File: src/rtl/hostreg_pkg.sv
package hostreg_pkg;
   // Region of the address map that a decoded address falls into.
   typedef enum logic [2:0] {
      RG_TOG  = 3'd0,
      RG_CTRL = 3'd1,
      RG_STAT = 3'd2,
      RG_EN   = 3'd3,
      RG_NONE = 3'd4
   } region_e;

   function automatic region_e region_of(input int a, input int ctrl_base,
                                         input int stat_base, input int en_base,
                                         input int end_addr);
      if (a == 0)              return RG_TOG;
      else if (a < stat_base)  return (a >= ctrl_base) ? RG_CTRL : RG_NONE;
      else if (a < en_base)    return RG_STAT;
      else if (a < end_addr)   return RG_EN;
      else                     return RG_NONE;
   endfunction
endpackage

File: src/rtl/hostreg_wlatch.sv
// Holding latch for one posted write plus the commit delay counter and the toggle.
module hostreg_wlatch #(
   parameter int AW  = 4,
   parameter int DW  = 8,
   parameter int LAT = 3
) (
   input  logic          clk,
   input  logic          rst_n,
   input  logic          acc,
   input  logic [AW-1:0] a_in,
   input  logic [DW-1:0] d_in,
   output logic          commit,
   output logic [AW-1:0] a_q,
   output logic [DW-1:0] d_q,
   output logic          tog
);
   localparam int CW = (LAT < 2) ? 1 : $clog2(LAT + 1);

   logic [CW-1:0] cnt;

   always_ff @(posedge clk or negedge rst_n) begin
      if (!rst_n) begin
         a_q <= '0;
         d_q <= '0;
         cnt <= '0;
         tog <= 1'b0;
      end else begin
         if (acc) begin
            a_q <= a_in;
            d_q <= d_in;
            cnt <= CW'(LAT);
         end else if (cnt != '0) begin
            cnt <= cnt - 1'b1;
         end
         if (commit) tog <= ~tog;
      end
   end

   // The commit edge is the one at which the counter leaves 1.
   assign commit = (cnt == CW'(1));
endmodule

File: src/rtl/hostreg_stat_bank.sv
// One sticky status register and its interrupt-enable register.
module hostreg_stat_bank #(
   parameter int DW = 8
) (
   input  logic          clk,
   input  logic          rst_n,
   input  logic [DW-1:0] set_in,
   input  logic          stat_we,
   input  logic          en_we,
   input  logic [DW-1:0] wd,
   output logic [DW-1:0] stat,
   output logic [DW-1:0] en,
   output logic          flag
);
   logic [DW-1:0] keep;

   // Written zeros clear; written ones keep; hardware sets override both.
   assign keep = stat_we ? wd : {DW{1'b1}};

   always_ff @(posedge clk or negedge rst_n) begin
      if (!rst_n) begin
         stat <= '0;
         en   <= '0;
      end else begin
         stat <= (stat & keep) | set_in;
         if (en_we) en <= wd;
      end
   end

   assign flag = |(stat & en);
endmodule

File: src/rtl/hostreg_rdmux.sv
// Read path: selects the addressed register according to the address map.
module hostreg_rdmux
   import hostreg_pkg::*;
#(
   parameter int AW    = 4,
   parameter int DW    = 8,
   parameter int NCTRL = 2,
   parameter int NSTAT = 2
) (
   input  logic [AW-1:0]          addr,
   input  logic                   tog,
   input  logic [NCTRL*DW-1:0]    ctrl_flat,
   input  logic [NSTAT*DW-1:0]    stat_flat,
   input  logic [NSTAT*DW-1:0]    en_flat,
   output logic [DW-1:0]          val
);
   localparam int CB = 1;
   localparam int SB = CB + NCTRL;
   localparam int EB = SB + NSTAT;
   localparam int NR = EB + NSTAT;

   region_e rg;
   int      ai;

   always_comb begin
      ai  = int'(addr);
      rg  = region_of(ai, CB, SB, EB, NR);
      val = '0;
      unique case (rg)
         RG_TOG:  val = DW'(tog);
         RG_CTRL: val = ctrl_flat[(ai - CB)*DW +: DW];
         RG_STAT: val = stat_flat[(ai - SB)*DW +: DW];
         RG_EN:   val = en_flat[(ai - EB)*DW +: DW];
         default: val = '0;
      endcase
   end
endmodule

File: src/rtl/hostreg_posted.sv
module hostreg_posted #(
   parameter int AW         = 4,
   parameter int DW         = 8,
   parameter int NCTRL      = 2,
   parameter int NSTAT      = 2,
   parameter int COMMIT_LAT = 3
) (
   input  logic                  clk,
   input  logic                  rst_n,
   input  logic                  cs,
   input  logic                  wr,
   input  logic                  rd,
   input  logic [AW-1:0]         addr,
   input  logic [DW-1:0]         wdata,
   output logic [DW-1:0]         rdata,
   input  logic [NSTAT*DW-1:0]   hw_set,
   output logic                  irq
);
   localparam int CB = 1;
   localparam int SB = CB + NCTRL;
   localparam int EB = SB + NSTAT;
   localparam int NR = EB + NSTAT;

   if (AW < 1 || DW < 1)      $error("hostreg_posted: AW and DW must be positive");
   if (NCTRL < 1 || NSTAT < 1) $error("hostreg_posted: need at least one control and one status register");
   if (COMMIT_LAT < 1)        $error("hostreg_posted: COMMIT_LAT must be at least 1");
   if (NR > (1 << AW))        $error("hostreg_posted: address map does not fit in AW bits");

   logic                commit_w;
   logic [AW-1:0]       c_addr;
   logic [DW-1:0]       c_data;
   logic                tog_w;
   logic [NCTRL*DW-1:0] ctrl_flat;
   logic [NSTAT*DW-1:0] stat_flat;
   logic [NSTAT*DW-1:0] en_flat;
   logic [NSTAT-1:0]    flags;
   logic [DW-1:0]       rd_val;

   hostreg_wlatch #(.AW(AW), .DW(DW), .LAT(COMMIT_LAT)) u_latch (
      .clk    (clk),
      .rst_n  (rst_n),
      .acc    (cs & wr),
      .a_in   (addr),
      .d_in   (wdata),
      .commit (commit_w),
      .a_q    (c_addr),
      .d_q    (c_data),
      .tog    (tog_w)
   );

   // Plain control registers.
   always_ff @(posedge clk or negedge rst_n) begin
      if (!rst_n) begin
         ctrl_flat <= '0;
      end else if (commit_w) begin
         for (int i = 0; i < NCTRL; i++) begin
            if (c_addr == AW'(CB + i)) ctrl_flat[i*DW +: DW] <= c_data;
         end
      end
   end

   // Status/enable pairs.
   for (genvar g = 0; g < NSTAT; g++) begin : g_stat
      logic [DW-1:0] s_q, e_q;
      hostreg_stat_bank #(.DW(DW)) u_bank (
         .clk     (clk),
         .rst_n   (rst_n),
         .set_in  (hw_set[g*DW +: DW]),
         .stat_we (commit_w && (c_addr == AW'(SB + g))),
         .en_we   (commit_w && (c_addr == AW'(EB + g))),
         .wd      (c_data),
         .stat    (s_q),
         .en      (e_q),
         .flag    (flags[g])
      );
      assign stat_flat[g*DW +: DW] = s_q;
      assign en_flat[g*DW +: DW]   = e_q;
   end

   assign irq = |flags;

   hostreg_rdmux #(.AW(AW), .DW(DW), .NCTRL(NCTRL), .NSTAT(NSTAT)) u_rd (
      .addr      (addr),
      .tog       (tog_w),
      .ctrl_flat (ctrl_flat),
      .stat_flat (stat_flat),
      .en_flat   (en_flat),
      .val       (rd_val)
   );

   always_ff @(posedge clk or negedge rst_n) begin
      if (!rst_n)         rdata <= '0;
      else if (cs && rd)  rdata <= rd_val;
   end
endmodule

File: config.mk
export PLATFORM = sky130hd
export DESIGN_NAME = hostreg_posted
export DESIGN_NICKNAME = d
export VERILOG_FILES = /design/src/rtl/hostreg_pkg.sv /design/src/rtl/hostreg_wlatch.sv /design/src/rtl/hostreg_stat_bank.sv /design/src/rtl/hostreg_rdmux.sv /design/src/rtl/hostreg_posted.sv
export SDC_FILE = /design/constraint.sdc
export NUM_CORES = 1
export LEC_CHECK = 0
export BUFFER_PORTS_ARGS = -buffer_cell sky130_fd_sc_hd__clkbuf_2
export CORE_MARGIN = 2
export CORE_UTILIZATION = 60
export CTS_CLUSTER_DIAMETER = 150
export CTS_CLUSTER_SIZE = 8
export DETAILED_ROUTE_END_ITERATION = 8
export GPL_ROUTABILITY_DRIVEN = 1
export PLACE_DENSITY = 0.79
export RECOVER_POWER = 25
export SLEW_MARGIN = 10
export SYNTH_ARGS = -nofsm -noshare
export SYNTH_HDL_FRONTEND = slang
export SYNTH_SLANG_ARGS = --single-unit
File: constraint.sdc
create_clock -name clk -period 3.3 [get_ports clk]
set_input_delay 0.165 -clock clk [delete_from_list [all_inputs] [get_ports clk]]
set_output_delay 0.165 -clock clk [all_outputs]
set_load 0.05 [all_outputs]
* Word level (Yosys, flattened, before mapping)
Cells that the tools add are included.
** Word-level totals
- Register bits after elaboration :: 71
** Operators by class
- Add/subtract/negate cells :: 4
- Bitwise logic cells :: 8
- Eq/ne operators :: 10
- Reductions and logical operators :: 12
- Shift-type cells :: 3
- Mux-type cells :: 10
- Magnitude comparators :: 4
** Operators by type and width (count)
- $shiftx A16 B32 Y8 :: 3
- $and A8 B8 Y8 :: 4
- $pmux W8 S4 :: 1
- $mux W8 :: 2
- $or A8 B8 Y8 :: 2
- $reduce_or A16 Y1 :: 1
- $mux W3 :: 5
- $eq A4 B3 Y1 const B :: 3
- $eq A4 B2 Y1 const B :: 2
- $lt A4 B3 Y1 const B :: 2
- $eq A3 B2 Y1 const B :: 2
- $logic_and A1 B1 Y1 :: 5
- $sub A4 B1 Y5 const B :: 1
- $sub A4 B2 Y5 const B :: 1
- $sub A4 B3 Y5 const B :: 1
- $eq A4 B1 Y1 const B :: 1
- $ge A4 B1 Y1 const B :: 1
- $logic_not A4 Y1 :: 1
- $lt A4 B2 Y1 const B :: 1
- $mux W2 :: 2
- $reduce_and A2 Y1 :: 2
- $reduce_bool A2 Y1 :: 2
- $eq A3 B1 Y1 const B :: 1
- $logic_not A3 Y1 :: 1
- other kinds (4) :: 4

* Longest topological paths before layout
Gate-level depths: netlist of the first run.
- Word-level depth :: 7
- Depth in mapped cells :: 8
- Mapped depth without buffers :: 6

* Modules after synthesis
A second synthesis of the first run with hierarchy kept.
** Unflattened totals
- Cells, all modules :: 255
- Area total of the unflattened synthesis :: 3545.9 um2
** By module, submodules not included
- hostreg_stat_bank :: cells an instance 46, area each 678.2 um2, instances 2
- hostreg_posted :: cells an instance 60, area each 997.2 um2, instances 1
- hostreg_wlatch :: cells an instance 38, area each 628.1 um2, instances 1
- hostreg_rdmux :: cells an instance 65, area each 564.3 um2, instances 1

* Worst setup path before layout of the first run
OpenSTA, ideal clock, no wires.
- Path kind :: input-to-reg
- From :: input addr[0]
- To :: register rdata[0]
- Setup slack :: 1.260 ns
- Cell stages on the path :: 8
- Buffers on the path :: 2
- Data required time :: 3.174 ns
- Data arrival time :: 1.914 ns
- Cells stage by stage :: buf_2 > buf_2 > inv_1 > ha_1 > or4_4 > o2111ai_4 > a31oi_1 > a221o_1
** Between the ends
- Cells in the longest elaborated chain, start to end :: 7
- Elaborated cells on any way between the ends :: 21
** Ends and longest elaborated chain
- start: declaration :: line hostreg_posted.sv:13 : input logic [AW-1:0] addr,
- $lt A4 B3 Y1 :: line hostreg_pkg.sv:17 : else if (a < end_addr) return RG_EN;
- $mux W3 :: line hostreg_pkg.sv:17
- $mux W3 :: line hostreg_pkg.sv:16 : else if (a < en_base) return RG_STAT;
- $mux W3 :: line hostreg_pkg.sv:15 : else if (a < stat_base) return (a >= ctrl_base) ? RG_CTRL : RG_NONE;
- $mux W3 :: line hostreg_pkg.sv:14 : if (a == 0) return RG_TOG;
- $eq A3 B2 Y1, or another cell as far along :: line hostreg_rdmux.sv:29 : unique case (rg)
- $pmux W8 S4 (*) :: line hostreg_rdmux.sv:29
- end signal: assignment :: line hostreg_posted.sv:93 : else if (cs && rd) rdata <= rd_val;
- end: declaration :: line hostreg_posted.sv:15 : output logic [DW-1:0] rdata,
Mark *: on every way between the ends. The rest lies on a longest branch, timed or not.
A chain may end at the register's enable or synchronous reset.

* Worst setup path in the final report of the first run
Same ends and word-level chain as after synthesis.

==> impl_metrics.env, run 1 <==
export IMPL_fin_setup_tns_ns=0
export IMPL_slew_viol_final=0
export IMPL_cts_made_buffers=9
export IMPL_cts_setup_buffers=0
export IMPL_grt_pass1_vias=2520
export IMPL_timing_hold_violations_final=0
export IMPL_fin_crit_ns=2.123
export IMPL_cp_start_kind="primary input"
export IMPL_worst_slew_pin_slew_ns=1.251
export IMPL_synth_fp_nets=305
export IMPL_antenna_cells=0
export IMPL_ys_seq_elements=71
export IMPL_synthAdderAreaFrac=0.01865
export IMPL_vias=2484
export IMPL_yosys_cell_count_top_type="dfrtp_1"
export IMPL_grt_pass1_wl_um=12810
export IMPL_ant_nets=0
export IMPL_core_area_um2=5439
export IMPL_tritoncts="yes"
export IMPL_nFillCells=388
export IMPL_synthSimpleGateAreaFrac=0.1264
export IMPL_timing_rr_start="u_latch.cnt[1]"
export IMPL_worstSkewPairLatency_ns=0.35
export IMPL_clock_skew_final_ns=0.009677
export IMPL_maxCapViolations=0
export IMPL_dieWidth_um=78.77
export IMPL_ys_flop_type="dfrtp_1"
export IMPL_crit_fanout=27
export IMPL_crit_chain="clkbuf_2 > inv_1 > ha_1 > nor4b_2 > nand3_1 > a31oi_1 > a221o_1"
export IMPL_min_from="hw_set[4]"
export IMPL_design_area_um2=3974
export IMPL_slowest_delay_ns=0.73
export IMPL_rows=27
export IMPL_clk_pin_slew_ns=0.07
export IMPL_status="complete, no violations"
export IMPL_antenna_found_initial=0
export IMPL_crit_start="addr[0]"
export IMPL_synth_cells=267
export IMPL_synthArstFlopShare=1.000
export IMPL_layout_area_overhead_vs_synth_pct=18.46
export IMPL_start_util=0.6167
export IMPL_grt_start_max_net_pins=52
export IMPL_synth_seq_area_share=0.5297
export IMPL_yosysTopAreaCell="dfrtp_1"
export IMPL_wl_per_cell_um=19.59
export IMPL_max_freq_mhz=471.1
export IMPL_reg2regPathDepth=5
export IMPL_die_area_um2=6205
export IMPL_critPathArrivalTime_ns=2.41
export IMPL_finalCritPeriodShare=0.6432
export IMPL_ys_warn_count=0
export IMPL_pre_cts_ws_ns=0.8626
export IMPL_synth_top_family_by_area="multiplexers"
export IMPL_power_leakage_nw=1.712
export IMPL_syn_cell_area_um2=3354
export IMPL_firstDrtPassIters=5
export IMPL_htree_num_levels=3
export IMPL_setup_worst_path_end_class="flop"
export IMPL_route_detailed_drc=0
export IMPL_setup_violations=0
export IMPL_vdd_drop_max_mv=0.5003
export IMPL_layout_drive_gt1_share=0.3212
export IMPL_die_h_um=78.77
export IMPL_synth_edf_count=0
export IMPL_cts_root_buf="clkbuf_8"
export IMPL_synth_xor_area_frac=0.005222
export IMPL_cts_path_max_buffers=2
export IMPL_via_per_inst=6.179
export IMPL_wl_um=7876
export IMPL_groute_usage_overall=0.2801
export IMPL_worstSetupPathType="in -> reg"
export IMPL_dp_hpwl_um=5113
export IMPL_fin_nets=363
export IMPL_rsz0062_at_grt="no"
export IMPL_ys_types=37
export IMPL_io_buffer_count=41
export IMPL_hp_class="in -> reg"
export IMPL_setup_ws_ns=1.177
export IMPL_post_dp_cell_area_um2=3623
export IMPL_power_density_nw_per_um2=644.3
export IMPL_yosys_top_cells_area="dfrtp_1 53%, mux2_2 14%, mux2_1 5.4%, nand3_1 3.9%, nand2b_1 3.0%"
export IMPL_hold_depth=2
export IMPL_io_pins=42
export IMPL_cts_sinks=71
export IMPL_postSynthAreaPerCell_um2=12.56
export IMPL_synth_top_area_share=0.5297
export IMPL_synth_compound_area_frac=0.1078
export IMPL_slew_headroom=0.1659
export IMPL_cp_required_ns=3.58
export IMPL_slowest_stage="nor4b_2"
export IMPL_synth_mux_area_frac=0.1943
export IMPL_gp_congestion=0.8292
export IMPL_yosys_top_cells_count="71 x dfrtp_1, 41 x mux2_2, 26 x nand3_1"
export IMPL_grt_ovfl_total=0
export IMPL_drt_iter0_drc=186
export IMPL_holdWs_ns=0.005676
-- logic make-up (layout without fill, tap and decap cells) --
kind of cell | count (synthesis) | after routing
DFF | 71 | 71
and+or+nand+nor | 70 | 70
muxes | 58 | 58
AOI/OAI and AO/OA | 48 | 48
buffers and inverters | 13 | 76
adders and majority gates | 5 | 5
xor gates and xnor gates | 2 | 2
-- power breakdown --
part	switching (mW)	total [mW]	internal, mW
combinational	0.243	0.518	0.274
clock	0.325	0.795	0.470
sequential	0.169	1.25	1.08
total	0.737	2.56	1.82
-- flip-flops by register name, indices dropped and copies added, names as in the netlist --
name                cells
u_latch.tog             1
ctrl_flat              16
g_stat.u_bank.en       16
u_latch.cnt             2
rdata                   8
g_stat.u_bank.stat     16
u_latch.a_q             4
u_latch.d_q             8
-- critical path: cells and delay by family --
family,cells,cell delay (ns)
buffers and inverters,2,0.68
AO/OA/AOI/OAI,2,0.35
AND/OR/NAND/NOR,2,0.88
adder cells (fa/ha/maj),1,0.33
-- area by class of cell --
| class | count | area [um^2] | area share |
|---|---|---|---|
| Clock buffer | 12 | 155.1 | 0.03904 |
| Clock inverter | 4 | 76.32 | 0.01921 |
| Tap cell | 72 | 90.09 | 0.02267 |
| Multi-Input combinational cell | 183 | 1518 | 0.3819 |
| Inverter | 5 | 18.77 | 0.004723 |
| Sequential cell | 71 | 1777 | 0.4471 |
| Timing Repair Buffer | 55 | 339.1 | 0.08533 |
-- final timing paths --
kind,end,slack [ns]
hold / removal,g_stat[0].u_bank.stat[4],0.006
setup reg to reg,g_stat[1].u_bank.en[5],1.19
max in group asynchronous,ctrl_flat[0],1.77
hold reg to reg,u_latch.tog,0.49
min in group asynchronous,g_stat[1].u_bank.stat[6],0.61
setup / recovery,rdata[0],1.18
-- metal layers --
layer / track usage / vias up / part of all wire
met5: 0 / - / 0
met4: 0.1018 / 0 / 0.013
met3: 0.08409 / 9 / 0.052
met2: 0.4650 / 95 / 0.52
met1: 0.3485 / 1261 / 0.42
li1: - / 1119 / -
-- layout by cell type, fill, tap and decap left out, types with 2 or more instances in the layout --
cell type	instances
dfrtp_1	71
inv_1	5
a221oi_1	4
nand2_1	9
o21ai_0	18
nor2_1	5
clkbuf_1	2
a22o_1	4
a31oi_1	8
clkbuf_8	11
xor2_1	2
nand2b_1	16
or2_0	2
dlygate4sd3_1	12
a221o_1	8
nand3_1	26
o211ai_1	2
clkbuf_2	40
mux2_1	16
buf_4	2
ha_1	5
mux2_2	41
bufinv_16	2
nand4_1	2
-- stage by stage --
stage	util	power [mW]	cells
finish	0.7306	2.560	402
global route	0.7306	2.679	402
CTS	0.7272	2.567	400
detailed placement	0.6662	1.760	374
global placement	0.6662	1.726	374
floorplan	-	1.581	267
-- timing repair --
| item | CTS | global route |
|---|---|---|
| hold buffers | 10 | 2 |
| endpoints found under the setup margin | 0 | 0 |
| resized for setup | 0 | 0 |
| endpoints found under the hold margin | 10 | 50 |
No activity file was read; power rests on OpenSTA's default activity.
==> run 2, diff against run 1 <==
--- a/config.mk
+++ b/config.mk
@@ -7,12 +7,12 @@
 export LEC_CHECK = 0
 export BUFFER_PORTS_ARGS = -buffer_cell sky130_fd_sc_hd__clkbuf_2
 export CORE_MARGIN = 2
-export CORE_UTILIZATION = 60
+export CORE_UTILIZATION = 57
 export CTS_CLUSTER_DIAMETER = 150
 export CTS_CLUSTER_SIZE = 8
 export DETAILED_ROUTE_END_ITERATION = 8
 export GPL_ROUTABILITY_DRIVEN = 1
-export PLACE_DENSITY = 0.79
+export PLACE_DENSITY = 0.76
 export RECOVER_POWER = 25
 export SLEW_MARGIN = 10
 export SYNTH_ARGS = -nofsm -noshare
==> constraint.sdc (replaced) <==
create_clock -name clk -period 2.1 [get_ports clk]
set_input_delay 0.105 -clock clk [delete_from_list [all_inputs] [get_ports clk]]
set_output_delay 0.105 -clock clk [all_outputs]
set_load 0.05 [all_outputs]
==> impl_metrics.env, run 2 (synthesis gave the netlist of run 1 again) <==
export IMPL_status="complete, no violations"
export IMPL_firstDrtPassIters=4
export IMPL_critPathArrivalTime_ns=1.78
export IMPL_crit_chain="a22o_1 > a221oi_1 > nand4_1 > clkbuf_2"
export IMPL_fin_setup_tns_ns=0
export IMPL_fin_crit_ns=1.888
export IMPL_switching_share=0.2928
export IMPL_layout_commonest_cell="dfrtp_1"
export IMPL_met1_usage=0.3115
export IMPL_comb_power_share=0.215
export IMPL_design_area_um2=4134
export IMPL_dp_hpwl_um=5073
export IMPL_crit_buf_inv=1
export IMPL_rsz0062_at_grt="no"
export IMPL_setup_worst_path_end_class="primary output"
export IMPL_htree_num_levels=3
export IMPL_power_leakage_nw=1.794
export IMPL_multi_input_area_um2=1518
export IMPL_grt_ovfl_total=0
export IMPL_worst_path_stages=4
export IMPL_cp_required_ns=2.00
export IMPL_power_density_nw_per_um2=931.0
export IMPL_final_cell_mix="71 x dfrtp_1, 41 x mux2_2, 40 x clkbuf_2"
export IMPL_path_delay_family="compound AO/OA/AOI/OAI gates"
export IMPL_cts_path_max_buffers=2
export IMPL_hold_depth=3
export IMPL_via_per_inst=5.908
export IMPL_crit_fanout=3
export IMPL_grt_pass1_wl_um=12450
export IMPL_route_detailed_drc=0
export IMPL_maxCapViolations=0
export IMPL_slew_headroom=0.3651
export IMPL_setup_ws_ns=0.2121
export IMPL_layout_area_overhead_vs_synth_pct=23.24
export IMPL_tritoncts="yes"
export IMPL_p_sw_mw=1.127
export IMPL_start_util=0.5982
export IMPL_pre_cts_ws_ns=0.1617
export IMPL_worstSkewPairLatency_ns=0.35
export IMPL_wl_um=7795
export IMPL_slowest_delay_ns=0.40
export IMPL_globalRoute_busiestLayer="met2"
export IMPL_gp_congestion=0.8131
export IMPL_antenna_found_initial=0
export IMPL_hp_class="in -> reg"
export IMPL_finalCritPeriodShare=0.8990
export IMPL_grt_start_max_net_pins=72
export IMPL_grt_pass1_vias=2554
export IMPL_grt_util_met2=0.4508
export IMPL_worstSetupPathType="reg -> out"
export IMPL_cts_setup_buffers=0
export IMPL_use_met3=0.07416
export IMPL_cts_sinks=71
export IMPL_layout_drive_gt1_share=0.3305
export IMPL_reg_largest_list="ctrl_flat (16), g_stat.u_bank.en (16), g_stat.u_bank.stat (16)"
export IMPL_post_dp_cell_area_um2=3696
export IMPL_p_clk_frac=0.279
export IMPL_internal_power_mw=2.722
export IMPL_die_h_um=80.72
export IMPL_cts_made_buffers=9
export IMPL_slew_viol_final=0
export IMPL_io_pins=42
export IMPL_fin_nets=384
export IMPL_reg2regPathDepth=6
export IMPL_rows=27
export IMPL_nFillCells=407
export IMPL_cts_root_buf="clkbuf_8"
export IMPL_groute_usage_overall=0.2653
export IMPL_seqPwrFrac=0.506
export IMPL_wl_per_cell_um=18.38
export IMPL_die_area_um2=6515
export IMPL_dieWidth_um=80.72
export IMPL_core_area_um2=5608
export IMPL_slowest_stage="dfrtp_1"
export IMPL_vdd_drop_max_mv=0.5606
export IMPL_clk_pin_slew_ns=0.07
export IMPL_cp_start_kind="flop"
export IMPL_vias=2505
export IMPL_clock_skew_final_ns=0.007806
export IMPL_regArea_um2=1777
export IMPL_setup_violations=0
export IMPL_io_buffer_count=41
export IMPL_worst_slew_pin_slew_ns=0.9524
export IMPL_ant_nets=0
export IMPL_max_freq_mhz=529.7
export IMPL_drt_iter0_drc=142
export IMPL_timing_hold_violations_final=0
## run 2: cell types whose count changed in the layout (fill, tap and decap cells not counted), moves of 2 or more
cell           previous run  this run
buf_4                     2         9
clkbuf_1                  2         0
clkinv_2                  0         3
dlygate4sd3_1            12        25
## run 2: final timing paths
kind | start | slack [ns] | endpoint
max in group asynchronous | rst_n | 0.93 | u_latch.cnt[0]
min in group asynchronous | rst_n | 0.55 | rdata[5]
worst min register to register | u_latch.tog | 0.48 | u_latch.tog
worst max register to register | u_latch.cnt[1] | 0.33 | g_stat[0].u_bank.en[5]
worst min-delay path | addr[0] | 0.09 | u_latch.a_q[0]
worst max-delay path | g_stat[0].u_bank.stat[3] | 0.21 | irq
## run 2: area by class of cell
type,count,share of cell area
sequential,71,0.4298
clock buffer,10,0.03329
inverter,5,0.004540
multi-input combinational,183,0.3671
clock inverter,6,0.01453
tap,72,0.02179
antenna,1,0.0006053
timing repair buffer,76,0.1283
## run 2: worst register-to-register path, delay by kind of cell (launching register included)
family | cells | cell delay (ns)
flops | 1 | 0.37
mux | 1 | 0.34
simple gates | 2 | 0.44
fa+ha+maj | 1 | 0.22
buf+inv | 2 | 0.27
## run 2: repair_timing
action | CTS | global route
hold buffers | 25 | 0
endpoints found under the hold margin | 95 | 0
resized for setup | 0 | 0
## run 2: metrics by stage
step | power (mW) | util | std cells | hold WS (ns)
2_1_floorplan | 2.485 | - | 267 | -0.1906
3_3_place_gp | 2.716 | 0.6591 | 382 | 0.1580
3_5_place_dp | 2.761 | 0.6591 | 382 | 0.1564
4_1_cts | 3.882 | 0.7390 | 423 | 0.07055
5_1_grt | 4.056 | 0.7367 | 423 | 0.1099
6_report | 3.849 | 0.7372 | 424 | 0.08944
## run 2: routing by layer
metal	part of all wire	wire, um
met1	0.41	3162
met2	0.51	3960
met3	0.064	500
met4	0.022	171
met5	0	0
## run 2: power groups by stage
stage                     logic [mW]  clock network [mW]  registers (mW)
after floorplan                0.573                   0            1.91
after global placement         0.765                   0            1.95
after detailed placement       0.796                   0            1.97
after CTS                      0.837                1.10            1.94
after global routing           0.901                1.17            1.99
final                          0.826                1.07            1.95
